<file path="src/rtl/dsg_pkg.sv">
package dsg_pkg;

    // sleep command, encoded as {s0, s1}
    typedef enum logic [1:0] {
        CMD_EVAL = 2'b00,
        CMD_ONE  = 2'b01,
        CMD_ZERO = 2'b10,
        CMD_BAD  = 2'b11
    } sleep_cmd_e;

    typedef enum logic [1:0] {
        ST_SPC0  = 2'b00,
        ST_SPC1  = 2'b01,
        ST_EVAL  = 2'b10,
        ST_FAULT = 2'b11
    } stage_state_e;

    function automatic sleep_cmd_e decode_sleep(input logic s0, input logic s1);
        return sleep_cmd_e'({s0, s1});
    endfunction

endpackage

</file>
<file path="src/rtl/dsg_digit_count.sv">
module dsg_digit_count #(
    parameter int WIDTH = 3,
    localparam int CW = $clog2(WIDTH + 1)
) (
    input  logic [WIDTH-1:0] rail_t,
    input  logic [WIDTH-1:0] rail_f,
    output logic [CW-1:0]    n_one,
    output logic [CW-1:0]    n_zero
);

    // a digit counts only when exactly one of its rails is high
    always_comb begin
        n_one  = '0;
        n_zero = '0;
        for (int i = 0; i < WIDTH; i++) begin
            n_one  = n_one  + CW'(rail_t[i] & ~rail_f[i]);
            n_zero = n_zero + CW'(rail_f[i] & ~rail_t[i]);
        end
    end

endmodule

</file>
<file path="src/rtl/dsg_sleep_fsm.sv">
module dsg_sleep_fsm
    import dsg_pkg::*;
(
    input  logic       clk,
    input  logic       rst,
    input  logic       s0,
    input  logic       s1,
    output sleep_cmd_e cmd,
    output logic       ctrl_err
);

    stage_state_e state_q, state_d;

    assign cmd = decode_sleep(s0, s1);

    // next-state selection: every state follows the sampled code
    always_comb begin
        unique case (cmd)
            CMD_EVAL: state_d = ST_EVAL;
            CMD_ONE:  state_d = ST_SPC1;
            CMD_ZERO: state_d = ST_SPC0;
            CMD_BAD:  state_d = ST_FAULT;
        endcase
    end

    // state register
    always_ff @(posedge clk) begin
        if (rst) state_q <= ST_SPC0;
        else     state_q <= state_d;
    end

    // outputs
    always_comb begin
        ctrl_err = (state_q == ST_FAULT);
    end


    bad_code_flag_chk: assert property (@(posedge clk) disable iff (rst)
        (s0 && s1) |=> ctrl_err);


    good_code_quiet_chk: assert property (@(posedge clk) disable iff (rst)
        !(s0 && s1) |=> !ctrl_err);


    reset_state_chk: assert property (@(posedge clk)
        rst |=> (state_q == ST_SPC0) && !ctrl_err);

endmodule

</file>
<file path="src/rtl/dsg_thresh_gate.sv">
module dsg_thresh_gate
    import dsg_pkg::*;
#(
    parameter int GATE_N = 3,
    parameter int TH_M   = 2
) (
    input  logic              clk,
    input  logic              rst,
    input  sleep_cmd_e        cmd,
    input  logic [GATE_N-1:0] in_t,
    input  logic [GATE_N-1:0] in_f,
    output logic              q_t,
    output logic              q_f
);

    localparam int CW   = $clog2(GATE_N + 1);
    localparam int TH_F = GATE_N - TH_M + 1;

    logic [CW-1:0] n_one, n_zero;
    logic          hit_t, hit_f, held;
    logic          nxt_t, nxt_f;

    dsg_digit_count #(.WIDTH(GATE_N)) u_cnt (
        .rail_t (in_t),
        .rail_f (in_f),
        .n_one  (n_one),
        .n_zero (n_zero)
    );

    assign hit_t = (n_one  >= CW'(TH_M));
    assign hit_f = (n_zero >= CW'(TH_F));
    assign held  = q_t ^ q_f;

    always_comb begin
        nxt_t = q_t;
        nxt_f = q_f;
        unique case (cmd)
            CMD_ZERO: begin nxt_t = 1'b0; nxt_f = 1'b0; end
            CMD_ONE:  begin nxt_t = 1'b1; nxt_f = 1'b1; end
            CMD_BAD:  begin nxt_t = q_t;  nxt_f = q_f;  end
            CMD_EVAL: begin
                if (!held) begin
                    nxt_t = hit_t;
                    nxt_f = hit_f;
                end
            end
        endcase
    end

    always_ff @(posedge clk) begin
        if (rst) begin
            q_t <= 1'b0;
            q_f <= 1'b0;
        end else begin
            q_t <= nxt_t;
            q_f <= nxt_f;
        end
    end


    zero_spacer_chk: assert property (@(posedge clk) disable iff (rst)
        (cmd == CMD_ZERO) |=> (!q_t && !q_f));


    one_spacer_chk: assert property (@(posedge clk) disable iff (rst)
        (cmd == CMD_ONE) |=> (q_t && q_f));


    fault_hold_chk: assert property (@(posedge clk) disable iff (rst)
        (cmd == CMD_BAD) |=> ($stable(q_t) && $stable(q_f)));


    eval_hold_chk: assert property (@(posedge clk) disable iff (rst)
        ((cmd == CMD_EVAL) && (q_t ^ q_f)) |=> ($stable(q_t) && $stable(q_f)));


    eval_no_double_chk: assert property (@(posedge clk) disable iff (rst)
        (cmd == CMD_EVAL) |=> !(q_t && q_f));

endmodule

</file>
<file path="src/rtl/dual_spacer_stage.sv">
module dual_spacer_stage
    import dsg_pkg::*;
#(
    parameter int NUM_IN    = 6,
    parameter int NUM_GATES = 3,
    parameter int GATE_N    = 3,
    parameter int TH_M      = 2,
    parameter int STRIDE    = 2
) (
    input  logic                 clk,
    input  logic                 rst,
    input  logic [NUM_IN-1:0]    din_t,
    input  logic [NUM_IN-1:0]    din_f,
    input  logic                 s0,
    input  logic                 s1,
    output logic [NUM_GATES-1:0] dout_t,
    output logic [NUM_GATES-1:0] dout_f,
    output logic                 ctrl_err
);

    sleep_cmd_e cmd;

    dsg_sleep_fsm u_fsm (
        .clk      (clk),
        .rst      (rst),
        .s0       (s0),
        .s1       (s1),
        .cmd      (cmd),
        .ctrl_err (ctrl_err)
    );

    for (genvar g = 0; g < NUM_GATES; g++) begin : g_gate
        logic [GATE_N-1:0] win_t, win_f;
        for (genvar k = 0; k < GATE_N; k++) begin : g_tap
            localparam int IDX = (g * STRIDE + k) % NUM_IN;
            assign win_t[k] = din_t[IDX];
            assign win_f[k] = din_f[IDX];
        end

        dsg_thresh_gate #(.GATE_N(GATE_N), .TH_M(TH_M)) u_gate (
            .clk  (clk),
            .rst  (rst),
            .cmd  (cmd),
            .in_t (win_t),
            .in_f (win_f),
            .q_t  (dout_t[g]),
            .q_f  (dout_f[g])
        );
    end


    flag_freezes_chk: assert property (@(posedge clk) disable iff (rst)
        ctrl_err |-> ($stable(dout_t) && $stable(dout_f)));


    reset_rails_chk: assert property (@(posedge clk)
        rst |=> (dout_t == '0) && (dout_f == '0));

endmodule

</file>
<file path="config.mk">
export PLATFORM = sky130hd
export DESIGN_NAME = dual_spacer_stage
export DESIGN_NICKNAME = d
export VERILOG_FILES = /design/src/rtl/dsg_pkg.sv /design/src/rtl/dsg_digit_count.sv /design/src/rtl/dsg_sleep_fsm.sv /design/src/rtl/dsg_thresh_gate.sv /design/src/rtl/dual_spacer_stage.sv
export SDC_FILE = /design/constraint.sdc
export NUM_CORES = 1
export LEC_CHECK = 0
export BUFFER_PORTS_ARGS = -buffer_cell sky130_fd_sc_hd__clkbuf_2
export CORE_MARGIN = 4
export CORE_UTILIZATION = 41
export CTS_CLUSTER_DIAMETER = 30
export DETAILED_ROUTE_END_ITERATION = 16
export PLACE_DENSITY = 0.64
export SYNTH_ARGS = -nofsm -noshare
export SYNTH_HDL_FRONTEND = slang
export SYNTH_HIERARCHICAL = 1
export SYNTH_SLANG_ARGS = --single-unit
</file>
<file path="constraint.sdc">
create_clock -name clk -period 3.91 [get_ports clk]
set_input_delay 1.173 -clock clk [delete_from_list [all_inputs] [get_ports clk]]
set_output_delay 1.173 -clock clk [all_outputs]
set_load 0.05 [all_outputs]
</file>
After elaboration in Yosys (flattened, before gate mapping)
Index checks and enable logic that the tools add are counted.
{"block": "totals", "register_bits": 8, "out_inout_bits": 7}
{"block": "op_classes", "addsub": 12, "n_lt_le_gt_ge": 6, "eq_ne": 7, "muxes": 13, "bitwise": 28, "reduce_logical": 4}
{"cell": "2-bit adder", "n": 12}
{"cell": "1-bit by 2-bit bitwise AND with 2-bit output", "n": 12}
{"cell": "1-bit NOT with 2-bit output", "n": 12}
{"cell": "1-bit case mux with 3 select lines", "n": 6}
{"cell": "2-bit greater-or-equal comparator, second input constant", "n": 6}
{"cell": "2-bit case mux with 4 select lines", "n": 1}
{"cell": "2-bit == test, second input constant", "n": 3}
{"cell": "1-bit 2-to-1 mux", "n": 6}
{"cell": "2-bit inequality test, second input constant", "n": 3}
{"cell": "2-bit AND reduction", "n": 3}
{"cell": "1-bit bitwise XOR", "n": 3}
{"cell": "2-bit by 1-bit == test with 1-bit output, second input constant", "n": 1}
{"cell": "2-bit logical NOT", "n": 1}
{"cell": "1-bit NOT", "n": 1}

Logic depth before layout (Yosys ltp)
Gate-level depths: netlist of the first run.
{"block": "depth", "depth_word": 7, "depth_mapped": 4, "depth_no_buf": 4}

By module
The synthesis of the first run kept the hierarchy.
{"module": "dsg_thresh_gate", "instances": 3, "cells_per_inst": 11, "area_per_inst_um2": 106.4, "seq_area_each_um2": 40.0}
{"module": "dsg_digit_count", "instances": 3, "cells_per_inst": 8, "area_per_inst_um2": 77.6, "seq_area_each_um2": 0.0}
{"module": "dsg_sleep_fsm", "instances": 1, "cells_per_inst": 13, "area_per_inst_um2": 123.9, "seq_area_each_um2": 40.0}

Least setup slack after synthesis of the first run
No wires, ideal clock.
{"block": "synth_timing", "path_type": "input port to flip-flop", "start": "in din_f[0]", "end": "reg g_gate[0].u_gate.q_f", "t_arrival_ns": 1.973, "path_slack_ns": 1.812, "path_stages": 4, "path_buffers": 0, "path_cell_list": "nor2b_1 -> fa_1 -> a21oi_1 -> a211oi_2"}
{"block": "synth_between", "elab_chain_cells": 6}
{"element": "start, declared", "line_no": "dual_spacer_stage.sv:13", "source": "input logic [NUM_IN-1:0] din_f,"}
{"element": "1-bit by 2-bit bitwise AND with 2-bit output", "line_no": "dsg_digit_count.sv:17", "source": "n_zero = n_zero + CW'(rail_f[i] & ~rail_t[i]);"}
{"element": "2-bit adder (2 in a row)", "line_no": "dsg_digit_count.sv:17"}
{"element": "named net g_gate[0].u_gate.n_zero[1]", "line_no": "dsg_thresh_gate.sv:19", "source": "logic [CW-1:0] n_one, n_zero;"}
{"element": "2-bit greater-or-equal comparator", "line_no": "dsg_thresh_gate.sv:31", "source": "assign hit_f = (n_zero >= CW'(TH_F));"}
{"element": "1-bit 2-to-1 mux", "line_no": "dsg_thresh_gate.sv:42", "source": "if (!held) begin"}
{"element": "1-bit case mux with 3 select lines", "line_no": "dsg_thresh_gate.sv:37", "source": "unique case (cmd)"}
{"element": "end signal, assigned", "line_no": "dsg_thresh_gate.sv:56", "source": "q_f <= nxt_f;"}
{"element": "end, declared", "line_no": "dsg_thresh_gate.sv:13", "source": "output logic q_f"}
The timed path passes the listed nets, and every way through them passes these cells. The select of a mux whose other input is x is not followed.
A chain may end at the register's enable or synchronous reset.

Worst setup path in the final report of the first run
{"block": "layout_timing", "start": "reg g_gate[0].u_gate.q_f", "end": "out dout_f[0]"}
{"element": "end, declared", "line_no": "dual_spacer_stage.sv:17", "source": "output logic [NUM_GATES-1:0] dout_f,"}
No word-level cell between the ends.

==> impl_metrics.tcl, run 1 <==
set metrics [dict create \
    crit_slowest_cell "dfxtp_1" \
    tritoncts "built" \
    synthCells 70 \
    start_util_pct 44.3 \
    coreArea_sq_mm 0.00152 \
    drv_cap 0 \
    drt_first_pass_iters 2 \
    area_growth_pct 20.4 \
    fp-row-count 14 \
    tightest_slew_ns 0.279 \
    hold_buffers 0 \
    ctsResizeCount 0 \
    htreeDepth 1 \
    yosys-top-cells-count "18 x nor2b_1, 8 x dfxtp_1, 6 x a211oi_2, 6 x a21oi_1, 6 x fa_1" \
    numCtsBuffers 3 \
    ys_seq_elements 8 \
    ant_nets 0 \
    clock_latency_ns 0.25 \
    synth.distinct_cells 16 \
    fin_area_sq_um 813 \
    vdd_drop_max_v 0.000135 \
    post_cts.repair.setup_buffers 0 \
    syn_avg_cell_area_sq_um 9.65 \
    cp-start-kind "flip-flop" \
    cp_slowest_stage_delay_ns 0.40 \
    hpwl_mm 1.05 \
    rsz0062_at_grt "false" \
    via_count 530 \
    skew_ns 0.000143 \
    track_usage_pct 12.1 \
    p_leak_uw 0.000365 \
    period_needed_ns 2.13 \
    crit_type "reg -> out" \
    hp-class "reg -> reg" \
    finalCritPeriodShare_pct 54.6 \
    fmax_mhz 469 \
    wl_per_cell_um 11.7 \
    antenna_cells 0 \
    nNetsFinal 120 \
    grt-ovfl-total 0 \
    via_per_inst 4.86 \
    worst_setup_path_end_kind "output pin" \
    drt_iter0_drc 2 \
    wirelength_mm 1.28 \
    synth.top_cell.area_share_pct 23.7 \
    clockBufferDepth 2 \
    grt_pass1_vias 595 \
    synthesis.nets 95 \
    setup_tns_ns 0 \
    synth_edf_count 0 \
    worst_ep_arrival_time_ns 0.96 \
    die_area_sq_mm 0.00236 \
    ioPinCount 23 \
    clk_pin_slew_ns 0.05 \
    ys_top_cells_by_area "dfxtp_1 24%, fa_1 18%, nor2b_1 17%, a211oi_2 11%, ha_1 5.6%" \
    port-buffer-count 22 \
    required_ns 2.74 \
    drv_slew 0 \
    cp_cell_sequence "clkbuf_2" \
    syn_area_sq_um 676 \
    yosys_most_used_dff "dfxtp_1" \
    drcViolationCount 0 \
    ys_async_sr_fraction_pct 0 \
    crit_family "flip-flops" \
    status "complete, no violations" \
    seq_area_frac_synth_pct 23.7 \
    grt_pass1_wl_mm 2.31 \
    synth.largest_area_cell "dfxtp_1" \
    finalSetupViolations 0 \
    clock_sinks 8 \
    die_w_um 48.6 \
    path_max_fanout 5 \
    yosysWarnings 6 \
    cellPowerDensity_mw_per_mm2 273 \
    fill_cells 148 \
    grt_antenna_before_repair 0 \
    path_buf_inv 1 \
    maxSlewHeadroom_pct 81.5 \
    grt_max_degree 16 \
    synth.most_common_cell "nor2b_1" \
    gp_congestion 0.652 \
    hold_violations 0 \
    layout-drive-gt1-share_pct 37.6 \
    die_height_um 48.6 \
    dpl-instance-area_sq_um 791 \
    root_buffer "clkbuf_4" \
]
[path summary, 6_finish.rpt]
path                              from  slack (ns)  cells after the start                    to
hold / removal    g_gate[1].u_gate/q_t        0.55                      2  g_gate[1].u_gate/q_t
setup / recovery  g_gate[0].u_gate/q_f        1.78                      1             dout_f[0]
setup reg to reg  g_gate[0].u_gate/q_f        3.07                      3  g_gate[0].u_gate/q_t
hold reg to reg   g_gate[1].u_gate/q_t        0.55                      2  g_gate[1].u_gate/q_t
[flip-flops by register name, summed over array words and instances, names as in the netlist]
name / flops
g_gate.u_gate/q_f: 3
g_gate.u_gate/q_t: 3
u_fsm/state_q: 2
[through the flow]
step                hold WS (ns)  total power [uW]  instances  worst slack (ns)  util (%)
floorplan                  0.758               142         70              1.81         -
global placement           0.535               160        106              1.65      51.9
detailed placement         0.545               162        106              1.63      51.9
CTS                        0.563               226        109              1.76      53.4
global route               0.587               237        109              1.73      53.4
finish                     0.552               222        109              1.78      53.4
[area by class of cell]
type | instances | area [sq um] | share of cell area, %
Multi-Input combinational cell | 55 | 482 | 59.2
Sequential cell | 8 | 160 | 19.7
Timing Repair Buffer | 22 | 110 | 13.5
Clock buffer | 3 | 22.5 | 2.77
Tap cell | 16 | 20.0 | 2.46
Inverter | 5 | 18.8 | 2.31
[report_power, final]
group          internal, uW  total, uW  switching [uW]
Sequential             87.2       91.9            4.72
Clock                  35.1       62.4            27.3
Combinational          25.0       67.6            42.6
[routing by layer]
metal  vias up  wire, um  track usage (%)
met2        15       648             20.4
li1        279         -                -
met1       234       521             13.7
met4         0        12             6.73
met3         2        95             2.76
met5         -         0                0
[cell usage in the layout (no fill, tap or decap)]
cell / netlist / layout
a211oi_2: 6 / 6
a21boi_0: 3 / 3
a21boi_1: 3 / 3
a21oi_1: 6 / 6
and2_1: 1 / 1
clkbuf_2: 0 / 22
clkbuf_4: 0 / 3
dfxtp_1: 8 / 8
fa_1: 6 / 6
ha_1: 3 / 3
inv_1: 2 / 2
inv_2: 3 / 3
nor2_1: 2 / 2
nor2b_1: 18 / 18
nor3_2: 1 / 1
o21ai_1: 3 / 3
o21bai_1: 3 / 3
[logic make-up (layout without fill, tap and decap cells)]
group,Yosys count,count (layout),share of synthesized area [%]
simple gates,22,22,20.2
compound gates,24,24,27.8
buf+inv,7,30,5.00
fa+ha+maj,9,9,23.3
flops,8,8,23.7
Power figures use the tool's default switching activity.
==> run 2: changes to the inputs <==
Settings changed: ABC_AREA set to 1, PLACE_DENSITY 0.64 to 0.63.
Clock period 3.91 ns to 2.03 ns, I/O delays scaled along.
==> impl_metrics.tcl, run 2 <==
set metrics [dict create \
    nNetsFinal 169 \
    status "complete, no violations" \
    area_growth_pct 19.5 \
    via_count 696 \
    clockBufferDepth 2 \
    wl_per_cell_um 8.17 \
    tightest_slew_ns 0.301 \
    vdd_drop_max_v 0.000300 \
    drt_iter0_drc 5 \
    mostFrequentLayoutCells "32 x inv_1, 26 x nor2_1, 22 x clkbuf_2, 20 x nand2_1, 8 x dfxtp_1" \
    start_util_pct 43.7 \
    seq_area_frac_synth_pct 21.0 \
    drcViolationCount 0 \
    finalSetupViolations 0 \
    synthCells 119 \
    reg2reg_slack_ns 1.13 \
    synth-simple-area-share_pct 36.7 \
    grt_use_met2_pct 19.7 \
    grtUsageMet3_pct 3.50 \
    synth.largest_area_cell "dfxtp_1" \
    finalCritPeriodShare_pct 76.6 \
    setup_tns_ns 0 \
    reg2reg_from "g_gate[0].u_gate/q_f" \
    period_needed_ns 1.55 \
    port-buffer-count 22 \
    startpoint "din_t[0]" \
    ctsResizeCount 0 \
    skew_ns 0.00353 \
    ys_async_sr_fraction_pct 0 \
    cp-start-kind "primary input" \
    fin_cells 167 \
    layout_commonest_cell "inv_1" \
    r2r-end "g_gate[0].u_gate/q_f" \
    clock_sinks 8 \
    die_w_um 51.1 \
    gp_congestion 0.710 \
    crit_type "in -> reg" \
    endpoint "g_gate[0].u_gate/q_t" \
    layout-drive-gt1-share_pct 26.8 \
    ioPinCount 23 \
    yosysWarnings 6 \
    grt_max_degree 16 \
    numCtsBuffers 3 \
    clk_pin_slew_ns 0.05 \
    synth_fa_ha_area_share_pct 20.7 \
    grt_antenna_before_repair 0 \
    clock_latency_ns 0.25 \
    syn_avg_cell_area_sq_um 6.41 \
    use_met1_pct 15.4 \
    antenna_cells 0 \
    fp-row-count 15 \
    hold_violations 0 \
    synth_top_family_by_area "simple AND/OR/NAND/NOR gates" \
    p_leak_uw 0.000546 \
    dpl.cell_count 164 \
    cellPowerDensity_mw_per_mm2 472 \
    rsz0062_at_grt "false" \
    fmax_mhz 643 \
    synth_edf_count 0 \
    synth_xor_area_share_pct 0 \
    drv_slew 0 \
    ant_nets 0 \
    tritoncts "built" \
    reg_top3 "g_gate.u_gate/q_f x3, g_gate.u_gate/q_t x3, u_fsm/state_q x2" \
    maxSlewHeadroom_pct 80.0 \
    synth.most_common_cell "inv_1" \
    worst_ep_arrival_time_ns 1.69 \
    synth_mux_area_share_pct 0 \
    ys_seq_elements 8 \
    yosys_most_used_dff "dfxtp_1" \
    post_cts.repair.setup_buffers 0 \
    synthesis.nets 144 \
    required_ns 2.16 \
    hp-class "reg -> reg" \
    ys_top_cells_by_area "dfxtp_1 21%, fa_1 16%, inv_1 16%, nor2_1 13%, nand2_1 9.8%" \
    grt_pass1_wl_mm 2.44 \
    root_buffer "clkbuf_4" \
    hpwl_mm 1.13 \
    grt-ovfl-total 0 \
    syn_area_sq_um 763 \
    synth.distinct_cells 13 \
    drv_cap 0 \
    synth_compound_area_share_pct 3.93 \
    worst_setup_path_end_kind "flip-flop" \
    path_max_fanout 4 \
    hold_buffers 0 \
    via_per_inst 4.17 \
    synth.top_cell.area_share_pct 21.0 \
    coreArea_sq_mm 0.00175 \
    grt_pass1_vias 630 \
    fill_cells 182 \
    htreeDepth 1 \
    track_usage_pct 12.0 \
    wirelength_mm 1.36 \
    die_area_sq_mm 0.00262 \
    gr-max-usage-layer "met2" \
    die_height_um 51.1 \
    drt_first_pass_iters 3 \
    yosys-top-cells-count "32 x inv_1, 26 x nor2_1, 20 x nand2_1, 8 x dfxtp_1" \
    ff2ff_path_depth 6 \
]
==> run 2: through the flow <==
| stage | power (uW) | hold WS, ns | setup slack (ns) | utilization [%] | cell area [sq um] |
|---|---|---|---|---|---|
| finish | 431 | 0.492 | 0.475 | 52.3 | 912 |
| global route | 470 | 0.510 | 0.424 | 52.3 | 912 |
| CTS | 439 | 0.498 | 0.477 | 52.3 | 912 |
| detailed placement | 317 | 0.489 | 0.218 | 51.0 | 890 |
| global placement | 314 | 0.482 | 0.207 | 51.0 | 890 |
| floorplan | 277 | 0.676 | 0.422 | - | 763 |
==> run 2: worst max-delay path, cell delays in order <==
cell and delay, ns:
clkbuf_2 0.11, inv_1 0.05, nor2_1 0.05, fa_1 0.41, or2_2 0.31, nand3_1 0.09
a21oi_1 0.06
==> run 2: final cells by class <==
class                           instances  area [sq um]  share of cell area [%]
Multi-Input combinational cell         77           468                    51.3
Sequential cell                         8           160                    17.6
Inverter                               32           120                    13.2
Timing Repair Buffer                   22           110                    12.1
Tap cell                               25          31.3                    3.43
Clock buffer                            3          22.5                    2.47
==> run 2: cell families (layout without fill, tap and decap cells) <==
| group | Yosys count | after routing |
|---|---|---|
| compound gates | 6 | 6 |
| buf+inv | 34 | 57 |
| flops | 8 | 8 |
| simple gates | 62 | 62 |
| fa+ha+maj | 9 | 9 |
==> run 2: how the worst min path moves through the flow <==
stage | from | endpoint | depth (start not counted)
after floorplan | rst | u_fsm/state_q[1] | 1
after global placement | g_gate[1].u_gate/q_f | g_gate[1].u_gate/q_f | 2
after detailed placement | g_gate[1].u_gate/q_f | g_gate[1].u_gate/q_f | 2
after CTS | g_gate[2].u_gate/q_f | g_gate[2].u_gate/q_f | 2
after global routing | g_gate[2].u_gate/q_f | g_gate[2].u_gate/q_f | 2
final | g_gate[2].u_gate/q_f | g_gate[2].u_gate/q_f | 2
==> run 2: per-layer routing <==
layer | routed length, um | up-vias | part of all wire [%]
met5 | 0 | - | 0
met4 | 0 | 0 | 0
met3 | 77 | 0 | 5.6
met2 | 621 | 14 | 46
met1 | 664 | 305 | 49
li1 | - | 377 | -
==> run 2: where the power goes <==
part | switching (uW) | internal [uW]
logic | 91.2 | 45.2
clock network | 51.3 | 67.5
registers | 7.95 | 168
